==> config.mk <==
export PLATFORM = sky130hd
export DESIGN_NAME = pwr_seq_ctrl
export DESIGN_NICKNAME = d
export VERILOG_FILES = /design/src/rtl/pwr_seq_pkg.sv /design/src/rtl/pwr_seq_dp.sv /design/src/rtl/pwr_seq_fsm.sv /design/src/rtl/pwr_seq_ctrl.sv
export SDC_FILE = /design/constraint.sdc
export NUM_CORES = 1
export LEC_CHECK = 0
export BUFFER_PORTS_ARGS = -buffer_cell sky130_fd_sc_hd__buf_2
export CORE_MARGIN = 10
export CORE_UTILIZATION = 55
export CTS_CLUSTER_DIAMETER = 50
export CTS_CLUSTER_SIZE = 28
export DETAILED_ROUTE_END_ITERATION = 7
export PLACE_DENSITY = 0.72
export SYNTH_ARGS = -nofsm -noshare
export SYNTH_HDL_FRONTEND = slang
export SYNTH_SLANG_ARGS = --single-unit
==> constraint.sdc <==
create_clock -name clk -period 2.5 [get_ports clk]
set_input_delay 0.5 -clock clk [delete_from_list [all_inputs] [get_ports clk]]
set_output_delay 0.5 -clock clk [all_outputs]
set_load 0.05 [all_outputs]
==> src/rtl/pwr_seq_pkg.sv <==
package pwr_seq_pkg;
  localparam int PS_RAILS = 4;
  localparam int PS_IDX_W = (PS_RAILS > 1) ? $clog2(PS_RAILS) : 1;

  localparam logic [1:0] ADDR_CTRL   = 2'd0;
  localparam logic [1:0] ADDR_STATUS = 2'd1;
  localparam logic [1:0] ADDR_FAIL   = 2'd2;
  localparam logic [1:0] ADDR_VER    = 2'd3;

  typedef enum logic [2:0] {
    SEQ_OFF,
    SEQ_RAMP,
    SEQ_ON,
    SEQ_FAULT,
    SEQ_DRAIN
  } seqState_t;

  typedef struct packed {
    logic                stepClr;
    logic                drainClr;
    logic                raiseAlarm;
    logic [PS_RAILS-1:0] failSet;
  } seqStrobe_t;
endpackage

==> src/rtl/pwr_seq_dp.sv <==
module pwr_seq_dp
  import pwr_seq_pkg::*;
#(
  parameter int          STEP_TIMEOUT = 100_000_000,
  parameter int          HOLD_CYCLES  = 50_000_000,
  parameter logic [7:0]  VERSION      = 8'h03
) (
  input  logic                clk,
  input  logic                rstN,
  input  logic                wrEn,
  input  logic [1:0]          regAddr,
  input  logic [7:0]          wrData,
  input  logic [PS_RAILS-1:0] railPg,
  input  seqStrobe_t          strobe,
  output logic                enReq,
  output logic                stepExpired,
  output logic                drainDone,
  output logic                alarm,
  output logic [PS_RAILS-1:0] failMask,
  output logic [7:0]          rdData
);
  localparam int STEP_W = $clog2(STEP_TIMEOUT + 1);
  localparam int HOLD_W = $clog2(HOLD_CYCLES + 1);
  localparam logic [STEP_W-1:0] STEP_LAST = STEP_W'(STEP_TIMEOUT - 1);
  localparam logic [HOLD_W-1:0] HOLD_LAST = HOLD_W'(HOLD_CYCLES - 1);

  logic [STEP_W-1:0] stepCnt;
  logic [HOLD_W-1:0] drainCnt;
  logic [7:0]        statusByte;
  logic [7:0]        ctrlByte;
  logic [7:0]        failByte;

  // enable request register, written only through the control address
  always_ff @(posedge clk or negedge rstN) begin
    if (!rstN) enReq <= 1'b0;
    else if (wrEn && regAddr == ADDR_CTRL) enReq <= wrData[0];
  end

  // fault latches: held while enabled, wiped whenever enable is low
  always_ff @(posedge clk or negedge rstN) begin
    if (!rstN) begin
      failMask <= '0;
      alarm    <= 1'b0;
    end else if (!enReq) begin
      failMask <= '0;
      alarm    <= 1'b0;
    end else begin
      failMask <= failMask | strobe.failSet;
      alarm    <= alarm | strobe.raiseAlarm;
    end
  end

  // per-step watchdog, saturating
  always_ff @(posedge clk or negedge rstN) begin
    if (!rstN) stepCnt <= '0;
    else if (strobe.stepClr) stepCnt <= '0;
    else if (!stepExpired) stepCnt <= stepCnt + 1'b1;
  end
  assign stepExpired = (stepCnt == STEP_LAST);

  // drain hold-off, saturating
  always_ff @(posedge clk or negedge rstN) begin
    if (!rstN) drainCnt <= '0;
    else if (strobe.drainClr) drainCnt <= '0;
    else if (!drainDone) drainCnt <= drainCnt + 1'b1;
  end
  assign drainDone = (drainCnt == HOLD_LAST);

  always_comb begin
    ctrlByte              = '0;
    ctrlByte[0]           = enReq;
    statusByte            = '0;
    statusByte[PS_RAILS-1:0] = railPg;
    statusByte[PS_RAILS]  = alarm;
    failByte              = '0;
    failByte[PS_RAILS-1:0] = failMask;
  end

  always_comb begin
    unique case (regAddr)
      ADDR_CTRL:   rdData = ctrlByte;
      ADDR_STATUS: rdData = statusByte;
      ADDR_FAIL:   rdData = failByte;
      default:     rdData = VERSION;
    endcase
  end
endmodule

==> src/rtl/pwr_seq_fsm.sv <==
module pwr_seq_fsm
  import pwr_seq_pkg::*;
(
  input  logic                clk,
  input  logic                rstN,
  input  logic                enReq,
  input  logic                alarmIn,
  input  logic [PS_RAILS-1:0] railPg,
  input  logic                stepExpired,
  input  logic                drainDone,
  output seqStrobe_t          strobe,
  output logic [PS_RAILS-1:0] railEn
);
  localparam logic [PS_IDX_W-1:0] IDX_LAST = PS_IDX_W'(PS_RAILS - 1);

  seqState_t            state, stateNxt;
  logic [PS_IDX_W-1:0]  stepIdx, stepIdxNxt;
  logic                 allGood;

  assign allGood = &railPg;

  always_ff @(posedge clk or negedge rstN) begin
    if (!rstN) begin
      state   <= SEQ_OFF;
      stepIdx <= '0;
    end else begin
      state   <= stateNxt;
      stepIdx <= stepIdxNxt;
    end
  end

  always_comb begin
    stateNxt   = state;
    stepIdxNxt = stepIdx;
    strobe     = '0;
    unique case (state)
      SEQ_OFF: begin
        if (enReq) begin
          stateNxt       = SEQ_RAMP;
          stepIdxNxt     = '0;
          strobe.stepClr = 1'b1;
        end
      end
      SEQ_RAMP: begin
        if (!enReq) begin
          stateNxt        = SEQ_DRAIN;
          strobe.drainClr = 1'b1;
        end else if (alarmIn) begin
          stateNxt          = SEQ_FAULT;
          strobe.raiseAlarm = 1'b1;
        end else if (railPg[stepIdx]) begin
          strobe.stepClr = 1'b1;
          if (stepIdx == IDX_LAST) stateNxt = SEQ_ON;
          else stepIdxNxt = stepIdx + 1'b1;
        end else if (stepExpired) begin
          stateNxt                = SEQ_FAULT;
          strobe.raiseAlarm       = 1'b1;
          strobe.failSet[stepIdx] = 1'b1;
        end
      end
      SEQ_ON: begin
        if (!enReq) begin
          stateNxt        = SEQ_DRAIN;
          strobe.drainClr = 1'b1;
        end else if (alarmIn) begin
          stateNxt          = SEQ_FAULT;
          strobe.raiseAlarm = 1'b1;
        end else if (!allGood) begin
          stateNxt          = SEQ_FAULT;
          strobe.raiseAlarm = 1'b1;
          strobe.failSet    = ~railPg;
        end
      end
      SEQ_FAULT: begin
        if (!enReq) begin
          stateNxt        = SEQ_DRAIN;
          strobe.drainClr = 1'b1;
        end
      end
      default: begin
        if (drainDone && railPg == '0) stateNxt = SEQ_OFF;
      end
    endcase
  end

  for (genvar i = 0; i < PS_RAILS; i++) begin : g_rail
    assign railEn[i] = (state == SEQ_ON) ||
                       (state == SEQ_RAMP && stepIdx >= PS_IDX_W'(i));
  end
endmodule

==> src/rtl/pwr_seq_ctrl.sv <==
module pwr_seq_ctrl
  import pwr_seq_pkg::*;
#(
  parameter int         STEP_TIMEOUT = 100_000_000,
  parameter int         HOLD_CYCLES  = 50_000_000,
  parameter logic [7:0] VERSION      = 8'h03
) (
  input  logic                clk,
  input  logic                rstN,
  input  logic                wrEn,
  input  logic [1:0]          regAddr,
  input  logic [7:0]          wrData,
  output logic [7:0]          rdData,
  input  logic [PS_RAILS-1:0] railPg,
  input  logic                alarmIn,
  output logic [PS_RAILS-1:0] railEn,
  output logic                pwrGood
);
  seqStrobe_t          strobe;
  logic                enReq;
  logic                stepExpired;
  logic                drainDone;
  logic                alarmQ;
  logic [PS_RAILS-1:0] failMask;

  pwr_seq_dp #(
    .STEP_TIMEOUT(STEP_TIMEOUT),
    .HOLD_CYCLES (HOLD_CYCLES),
    .VERSION     (VERSION)
  ) u_dp (
    .clk        (clk),
    .rstN       (rstN),
    .wrEn       (wrEn),
    .regAddr    (regAddr),
    .wrData     (wrData),
    .railPg     (railPg),
    .strobe     (strobe),
    .enReq      (enReq),
    .stepExpired(stepExpired),
    .drainDone  (drainDone),
    .alarm      (alarmQ),
    .failMask   (failMask),
    .rdData     (rdData)
  );

  pwr_seq_fsm u_fsm (
    .clk        (clk),
    .rstN       (rstN),
    .enReq      (enReq),
    .alarmIn    (alarmIn),
    .railPg     (railPg),
    .stepExpired(stepExpired),
    .drainDone  (drainDone),
    .strobe     (strobe),
    .railEn     (railEn)
  );

  assign pwrGood = (&railPg) && !alarmQ;
endmodule

Yosys cells after proc, flatten, opt, wreduce, memory -nomap -nowiden
Cells that the tools add are included.
- flip-flop bits (word level): 64
- input bits: 18
- output and inout port bits: 13
- word-level logic and storage cells: 106
- add/sub/neg operators: 3
- order comparisons: 6
- equal/unequal tests: 19
- muxes and demuxes: 46
- bitwise gates (word level): 3
- reductions and logical operators: 22
- operators with widths (operator ; count):
    $mux W27 ; 2
    $mux W26 ; 2
    $mux W3 ; 11
    $add A27 B1 Y27 const B ; 1
    $eq A27 B27 Y1 const B ; 1
    $add A26 B1 Y26 const B ; 1
    $eq A26 B26 Y1 const B ; 1
    $mux W5 ; 5
    $pmux W5 S3 ; 1
    $ne A2 B2 Y1 const B ; 7
    $mux W4 ; 3
    $pmux W3 S4 ; 1
    $reduce_and A6 Y1 ; 2
    $mux W1 ; 11
    $mux W2 ; 5
    $pmux W5 S2 ; 1
    $logic_and A1 B1 Y1 ; 8
    $eq A3 B2 Y1 const B ; 2
    $ge A2 B1 Y1 const B ; 3
    $ne A5 B4 Y1 const B ; 1
    $ne A5 B5 Y1 const B ; 1
    $reduce_bool A5 Y1 ; 1
    $eq A2 B2 Y1 const B ; 2
    $ge A2 B2 Y1 const B ; 2
    other kinds (21) ; 24

Longest topological paths before layout
Gate-level depths: netlist (run 1).
- depth in word-level cells: 11
- mapped depth: 8
- depth with buffers taken out: 7

Hierarchy
From an unflattened synthesis (run 1), not the netlist that was laid out.
- cell total of the unflattened synthesis: 402
- area, all modules: 3727.3 sq um
- modules (own cells, without submodules) (module ; instances ; cells an instance ; area an instance (sq um) ; seq. area each (sq um)):
    pwr_seq_dp ; 1 ; 321 ; 3104.2 ; 1476.4
    pwr_seq_fsm ; 1 ; 79 ; 606.8 ; 125.1
    pwr_seq_ctrl ; 1 ; 2 ; 16.3 ; 0.0

Worst setup path after synthesis (run 1)
No wires, ideal clock.
- path type: reg2out
- start: register u_fsm.state[2]
- end: output railEn[2]
- arrival time: 1890 ps
- data required time: 2000 ps
- setup slack: 110 ps
- cell stages (with the launch flop): 5
- cells stage by stage: dfrtp_1 clkbuf_1 nor2_1 nand2_1 o21ai_0
- longest elaborated chain between the ends: 3
- elaborated cells on any way between the ends: 4
- those cells by class: 2 x eq/ne; 2 x reduce/logical
- ends and longest elaborated chain (element ; RTL line ; text):
    start, declared ; pwr_seq_fsm.sv:16 ; seqState_t state, stateNxt;
    start signal, assigned ; pwr_seq_fsm.sv:27 ; state <= stateNxt;
    $eq A3 B1 Y1 ; pwr_seq_fsm.sv:88 ; (state == SEQ_RAMP && stepIdx >= PS_IDX_W'(i));
    $logic_and A1 B1 Y1 ; pwr_seq_fsm.sv:88 ;
    $logic_or A1 B1 Y1 (*) ; pwr_seq_fsm.sv:87 ; assign railEn[i] = (state == SEQ_ON) ||
    end, declared ; pwr_seq_ctrl.sv:16 ; output logic [PS_RAILS-1:0] railEn,
Mark *: on every way between the ends. The rest lies on a longest branch, timed or not.

Final worst setup path (run 1)
- start: register u_fsm.state[1]
- end: output railEn[2]
The elaborated chain is that of the path after synthesis.

==> results of run 1 <==
-- layout by cell type, fill, tap and decap left out, types with 4 or more instances in the layout --
cell type and count:
nand4_1 9, buf_4 5, nand4b_1 4, and3_1 17, buf_2 20, and2_1 6, nand3_1 23, nor3_1 8
nor2b_1 5, ha_1 7, clkbuf_8 10, o21ai_0 15, nand2_1 24, xor2_1 21, xnor2_1 24, nor2_1 80
a21oi_1 6, inv_1 11, dfrtp_1 64
-- layout make-up --
class / count / area (um^2)
Clock buffer: 11 / 141
Fill cell: 557 / 2390
Clock inverter: 5 / 56.3
Timing Repair Buffer: 25 / 138
Tap cell: 77 / 96.3
Inverter: 11 / 41.3
Sequential cell: 64 / 1600
Multi-Input combinational cell: 299 / 1850
-- cells by family after synthesis --
group	Yosys count
AO/OA/AOI/OAI	38
XOR/XNOR	46
adder cells (fa/ha/maj)	7
buffers and inverters	27
flip-flops	64
multiplexers	5
other	1
AND/OR/NAND/NOR	200
-- stage by stage --
| step | total power, mW | instance area, um^2 | setup slack, ps |
|---|---|---|---|
| after CTS | 2.98 | 3930 | 173 |
| final | 2.94 | 3930 | 172 |
| after global placement | 2.04 | 3730 | 247 |
| after floorplan | 1.88 | 3570 | 110 |
| after global routing | 3.12 | 3930 | 38.9 |
| after detailed placement | 2.08 | 3730 | 181 |
-- metal layers --
layer	GRT usage [%]	part of all wire, %	vias up
li1	-	-	1365
met1	18.5	46	1313
met2	23.6	50	36
met3	4.12	2.7	6
met4	7.28	1.2	0
met5	0	0	-
-- registers in the layout, indices dropped and copies added, names as in the netlist --
name and flops:
u_dp.stepCnt 27, u_dp.drainCnt 26, u_dp.failMask 4, u_fsm.state 3, u_fsm.stepIdx 2, u_dp.alarm 1
u_dp.enReq 1
-- worst max-delay path, cell delays in order (launching register included) --
cell	delay, ps
dfrtp_1	450
inv_1	100
or3_1	500
o21ai_0	140
buf_2	290
-- power breakdown --
part / switching, mW / internal [mW] / total (mW)
logic: 0.498 / 0.253 / 0.751
registers: 0.149 / 1.15 / 1.30
clock network: 0.397 / 0.486 / 0.883
total: 1.04 / 1.89 / 2.94
-- final timing paths --
kind,from,end,slack (ps),cells after the start
setup / recovery,u_fsm.state[1],railEn[2],170,4
hold / removal,rstN,u_dp.drainCnt[2],200,1
setup reg to reg,u_dp.stepCnt[11],u_dp.stepCnt[9],230,6
hold reg to reg,u_dp.drainCnt[25],u_dp.drainCnt[25],540,2
max in group asynchronous,rstN,u_dp.stepCnt[11],1600,2
min in group clk,wrData[0],u_dp.enReq,400,2
==> qor.yml, run 1 <==
status: "complete, no violations"
root_buffer: "clkbuf_8"
synth_top_family_by_area: "simple AND/OR/NAND/NOR gates"
overflow: 0
vias: 2720
post_cts_buffers: 0
insertion_delay_ps: 340
grt_pass1_wl_mm: 12.3
synth_seq_cells: 64
cap_violations: 0
pwr_density_cell_mw_per_mm2: 748
worstSetupPathType: "register to output pin"
synth-edff-count: 0
pin_count: 31
maxSlewHeadroom_pct: 20.7
cellLeakagePower_nw: 1.80
synth.top_cells.by_area: "dfrtp_1 45%, nor2_1 8.4%, xnor2_1 5.9%, xor2_1 5.2%, nand3_1 3.2%"
grt_max_degree: 31
syn_inst: 388
syn_area_mm2: 0.00356
postSynthAreaPerCell_um2: 9.17
track_usage_pct: 15.0
wl_per_cell_um: 14.2
async_flop_share_pct: 100
synth_cell_types: 49
drc: 0
cts_tree: "yes"
dp_hpwl_mm: 5.00
netlist_top_cells_count: "80 x nor2_1, 64 x dfrtp_1, 24 x nand2_1, 24 x xnor2_1, 23 x nand3_1"
tns_ps: 0
areaGrowthSynthToFinish_pct: 10.3
drtIter0Drc: 143
post-route-period-util_pct: 93.1
clock_sinks: 64
post-route-util_pct: 62.2
first_global_vias: 2662
finalNonFillerCells: 492
gp_congestion: 0.797
layout-drive-gt1-share_pct: 13.5
cts_resized: 0
worst_setup_path_start_kind: "register"
start_util_pct: 56.4
fp.dieArea_mm2: 0.0101
cp_max_fo: 10
clk_pin_slew_ps: 70
rows: 29
drt-total-wl_mm: 6.98
peakVddDrop_uv: 495
seq_area_frac_synth_pct: 45.0
yosys.area_share.xor_xnor_pct: 11.5
required_ps: 2000
yosys.area.top_type_share_pct: 45.0
final_antenna_net_count: 0
antenna_found_initial: 0
via_per_inst: 5.53
die_h_um: 100
synth_top_cell_by_area: "dfrtp_1"
dp_cells: 476
setup_viol: 0
worst_clock_skew_ps: 9.06
hold_path_class: "input port to asynchronous set/reset pin"
hold_buffers: 0
synth_compound_area_share_pct: 6.71
fin_crit_ps: 2330
cts_inserted_buffers: 9
ys_warn_count: 0
arrival_ps: 1830
synth_most_common_cell: "nor2_1"
fp.dieW_um: 100
ctsHtreeMaxLevel: 3
yosys.area_share.adder_pct: 2.46
antenna_cells: 0
fmax_mhz: 430
portBuffers: 20
holdWs_ps: 197
yosys.area_share.simple_pct: 29.0
synth.area.mux_share_pct: 1.79
drt_pre_antenna_iters: 4
ys.flop_type: "dfrtp_1"
nets: 435
hold_violations: 0
rsz0062_at_grt: "no"
drv_slew: 0
critical_path.endpoint_type: "output pin"
core_area_mm2: 0.00631
clk_path_buf_depth: 2
worst_slew_pin_slew_ps: 1190
Note: power is estimated with default switching activity, not from simulation.
==> run 2, diff against run 1 <==
--- a/config.mk
+++ b/config.mk
@@ -8,6 +8,7 @@
 export BUFFER_PORTS_ARGS = -buffer_cell sky130_fd_sc_hd__buf_2
 export CORE_MARGIN = 10
 export CORE_UTILIZATION = 55
+export CTS_BUF_LIST = sky130_fd_sc_hd__clkbuf_8
 export CTS_CLUSTER_DIAMETER = 50
 export CTS_CLUSTER_SIZE = 28
 export DETAILED_ROUTE_END_ITERATION = 7
==> qor.yml, run 2 (synthesis gave the netlist of run 1 again) <==
dp_cells: 476
layout-drive-gt1-share_pct: 13.5
first_global_vias: 2662
hold_buffers: 0
status: "complete, no violations"
gp_congestion: 0.797
worst_clock_skew_ps: 10.2
fp.dieArea_mm2: 0.0101
layout_common_cells: "80 x nor2_1, 64 x dfrtp_1, 24 x xnor2_1, 24 x nand2_1, 23 x nand3_1"
ctsHtreeMaxLevel: 3
clk_pin_slew_ps: 70
final_common_cell: "nor2_1"
r2r_slack_ps: 230
vias: 2731
track_usage_pct: 15.0
drt-total-wl_mm: 6.98
drt_pre_antenna_iters: 4
insertion_delay_ps: 340
fmax_mhz: 430
drc: 0
rows: 29
pwr_density_cell_mw_per_mm2: 747
start_util_pct: 56.4
critical_path.endpoint_type: "output pin"
worstSetupStartpoint: "u_fsm.state[1]"
overflow: 0
cellLeakagePower_nw: 1.81
total_power_mw: 2.93
antenna_found_initial: 0
via_per_inst: 5.55
finalNonFillerCells: 492
maxSlewHeadroom_pct: 20.7
grt_pass1_wl_mm: 12.3
clk_path_buf_depth: 2
cap_violations: 0
nets: 435
peakVddDrop_uv: 497
areaGrowthSynthToFinish_pct: 10.3
place_area_mm2: 0.00373
drtIter0Drc: 143
final_antenna_net_count: 0
reg_top3: "u_dp.stepCnt (27), u_dp.drainCnt (26), u_dp.failMask (4)"
wl_per_cell_um: 14.2
pin_count: 31
grt_max_degree: 31
hold_path_class: "input port to asynchronous set/reset pin"
cts_resized: 0
hold_violations: 0
cts_tree: "yes"
worst_setup_path_start_kind: "register"
tns_ps: 0
portBuffers: 20
rsz0062_at_grt: "no"
post_cts_buffers: 0
worst_slew_pin_slew_ps: 1190
required_ps: 2000
antenna_cells: 0
fillers: 557
regToRegStartpoint: "u_dp.stepCnt[11]"
largest_reg_flops: 27
worstSetupPathType: "register to output pin"
drv_slew: 0
clock_sinks: 64
top_register: "u_dp.stepCnt"
root_buffer: "clkbuf_8"
design_area_mm2: 0.00393
setup_viol: 0
dp_hpwl_mm: 5.00
cts_inserted_buffers: 9
arrival_ps: 1830
post-route-period-util_pct: 93.1
fin_crit_ps: 2330
core_area_mm2: 0.00631
cp_max_fo: 10
fp.dieW_um: 100
die_h_um: 100
[run 2: path summary, 6_finish.rpt]
| kind | to | cells after the start |
|---|---|---|
| worst max-delay path | railEn[2] | 4 |
| worst min-delay path | u_dp.drainCnt[2] | 1 |
| worst max register to register | u_dp.stepCnt[9] | 6 |
| worst min register to register | u_dp.drainCnt[25] | 2 |
| max in group asynchronous | u_dp.stepCnt[11] | 2 |
| min in group clk | u_dp.enReq | 2 |
[run 2: metrics by stage]
step / util, % / setup WS (ps) / hold WS (ps)
after global placement: 59.1 / 247 / 511
final: 62.2 / 172 / 197
after floorplan: - / 110 / 204
after detailed placement: 59.1 / 181 / 522
after CTS: 62.2 / 173 / 208
after global routing: 62.2 / 38.9 / 236
[run 2: where the power goes]
group | internal [mW] | switching, mW
combinational | 0.253 | 0.498
clock | 0.482 | 0.398
sequential | 1.15 | 0.149
[run 2: metal layers]
layer	GRT usage [%]	routed length (um)
met4	7.28	84
met2	23.6	3490
met3	4.12	204
met5	0	0
met1	18.5	3200
[run 2: worst max-delay path, cell delays in order, from the launching register on]
cell and delay, ps:
dfrtp_1 450, inv_1 100, or3_1 500, o21ai_0 140
buf_2 290
[run 2: final cells by class]
class	instances	area (um^2)	area share, %
Sequential cell	64	1600	40.8
Inverter	11	41.3	1.05
Multi-Input combinational cell	299	1850	47.2
Timing Repair Buffer	25	138	3.51
Tap cell	77	96.3	2.45
Clock buffer	10	138	3.51
Clock inverter	6	60.1	1.53
==> run 3, diff against run 2 <==
--- a/config.mk
+++ b/config.mk
@@ -7,12 +7,12 @@
 export LEC_CHECK = 0
 export BUFFER_PORTS_ARGS = -buffer_cell sky130_fd_sc_hd__buf_2
 export CORE_MARGIN = 10
-export CORE_UTILIZATION = 55
+export CORE_UTILIZATION = 50
 export CTS_BUF_LIST = sky130_fd_sc_hd__clkbuf_8
 export CTS_CLUSTER_DIAMETER = 50
 export CTS_CLUSTER_SIZE = 28
 export DETAILED_ROUTE_END_ITERATION = 7
-export PLACE_DENSITY = 0.72
+export PLACE_DENSITY = 0.67
 export SYNTH_ARGS = -nofsm -noshare
 export SYNTH_HDL_FRONTEND = slang
 export SYNTH_SLANG_ARGS = --single-unit
==> qor.yml, run 3 (synthesis gave the netlist of run 1 again) <==
cts_resized: 0
gp_congestion: 0.806
drv_slew: 0
start_util_pct: 51.8
ctsHtreeMaxLevel: 3
holdWs_ps: 141
fin_crit_ps: 2290
peakVddDrop_uv: 430
drtIter0Drc: 101
final_common_cell: "nor2_1"
nets: 436
worst_clock_skew_ps: 11.9
die_h_um: 104
fmax_mhz: 436
cellLeakagePower_nw: 1.81
reg_top3: "u_dp.stepCnt (27), u_dp.drainCnt (26), u_dp.failMask (4)"
clk_path_buf_depth: 2
layout_common_cells: "80 x nor2_1, 64 x dfrtp_1, 24 x xnor2_1, 24 x nand2_1, 23 x nand3_1"
required_ps: 2000
drc: 0
areaGrowthSynthToFinish_pct: 11.8
rr_worst_depth: 6
rows: 30
hold_violations: 0
critical_path.endpoint_type: "output pin"
largest_reg_flops: 27
setup_viol: 0
status: "complete, no violations"
maxSlewHeadroom_pct: 45.5
tns_ps: 0
core_area_mm2: 0.00687
rsz0062_at_grt: "no"
dp_cells: 496
layout-drive-gt1-share_pct: 14.2
pin_count: 31
via_per_inst: 5.31
overflow: 0
cts_inserted_buffers: 9
first_global_vias: 2661
worstSetupPathType: "register to output pin"
arrival_ps: 1790
worst_slew_pin_slew_ps: 817
hold_path_class: "input port to asynchronous set/reset pin"
grt_max_degree: 42
drt-total-wl_mm: 7.11
antenna_found_initial: 0
insertion_delay_ps: 350
dp_hpwl_mm: 5.01
final_antenna_net_count: 0
cts_tree: "yes"
track_usage_pct: 13.5
wl_per_cell_um: 13.9
fp.dieW_um: 104
top_register: "u_dp.stepCnt"
post-route-period-util_pct: 91.7
clock_sinks: 64
clk_pin_slew_ps: 80
post_cts_buffers: 0
cap_violations: 0
antenna_cells: 0
finalNonFillerCells: 512
root_buffer: "clkbuf_8"
worst_setup_path_start_kind: "register"
cp_max_fo: 9
fillers: 626
portBuffers: 20
fp.dieArea_mm2: 0.0109
hold_buffers: 0
pwr_density_cell_mw_per_mm2: 747
vias: 2721
drt_pre_antenna_iters: 4
grt_pass1_wl_mm: 12.4
## run 3: changes by cell type in the layout (fill, tap and decap cells not counted), sizes merged
cell / change
inv: +1
buf: +1
clkinvlp: +1
clkbuf: -1
clkinv: -1
## run 3: path summary, 6_finish.rpt
check | from | to | slack (ps)
setup reg to reg | u_dp.stepCnt[11] | u_dp.stepCnt[9] | 290
hold reg to reg | u_dp.failMask[0] | u_dp.failMask[0] | 540
max in group asynchronous | rstN | u_dp.stepCnt[20] | 1730
setup / recovery | u_fsm.state[2] | railEn[3] | 210
min in group clk | wrData[0] | u_dp.enReq | 390
hold / removal | rstN | u_dp.drainCnt[7] | 140
## run 3: critical path, stage by stage (launching register included)
cell     delay [ps]
dfrtp_1         480
nor2_1          200
and2_1          340
nand2_1         100
nand2_1          70
buf_2           260
## run 3: where the power goes
part | switching, mW | total (mW) | internal (mW)
Clock | 0.443 | 0.914 | 0.470
Combinational | 0.505 | 0.769 | 0.264
Sequential | 0.138 | 1.29 | 1.15
## run 3: final cells by class
class	instances	area (um^2)	area share, %
tap	96	120	3.02
sequential	64	1600	40.2
multi-input combinational	299	1860	46.6
clock buffer	9	124	3.11
timing repair buffer	26	158	3.96
inverter	11	41.3	1.04
clock inverter	7	80.1	2.01
## run 3: per-stage QoR
stage	utilization, %	power [mW]	instance area (um^2)	worst slack [ps]
final	57.9	2.97	3980	206
after global routing	57.9	3.17	3980	89.3
after CTS	57.9	3.00	3980	194
after detailed placement	54.9	2.09	3770	233
after global placement	54.9	2.06	3770	272
after floorplan	-	1.88	3570	110
## run 3: routing by layer
layer | vias to the layer above | track usage, % | routed length (um)
met3 | 10 | 3.04 | 170
met1 | 1324 | 17.2 | 3390
li1 | 1363 | - | -
met2 | 24 | 21.3 | 3440
met4 | 0 | 5.96 | 112
met5 | - | 0 | 0
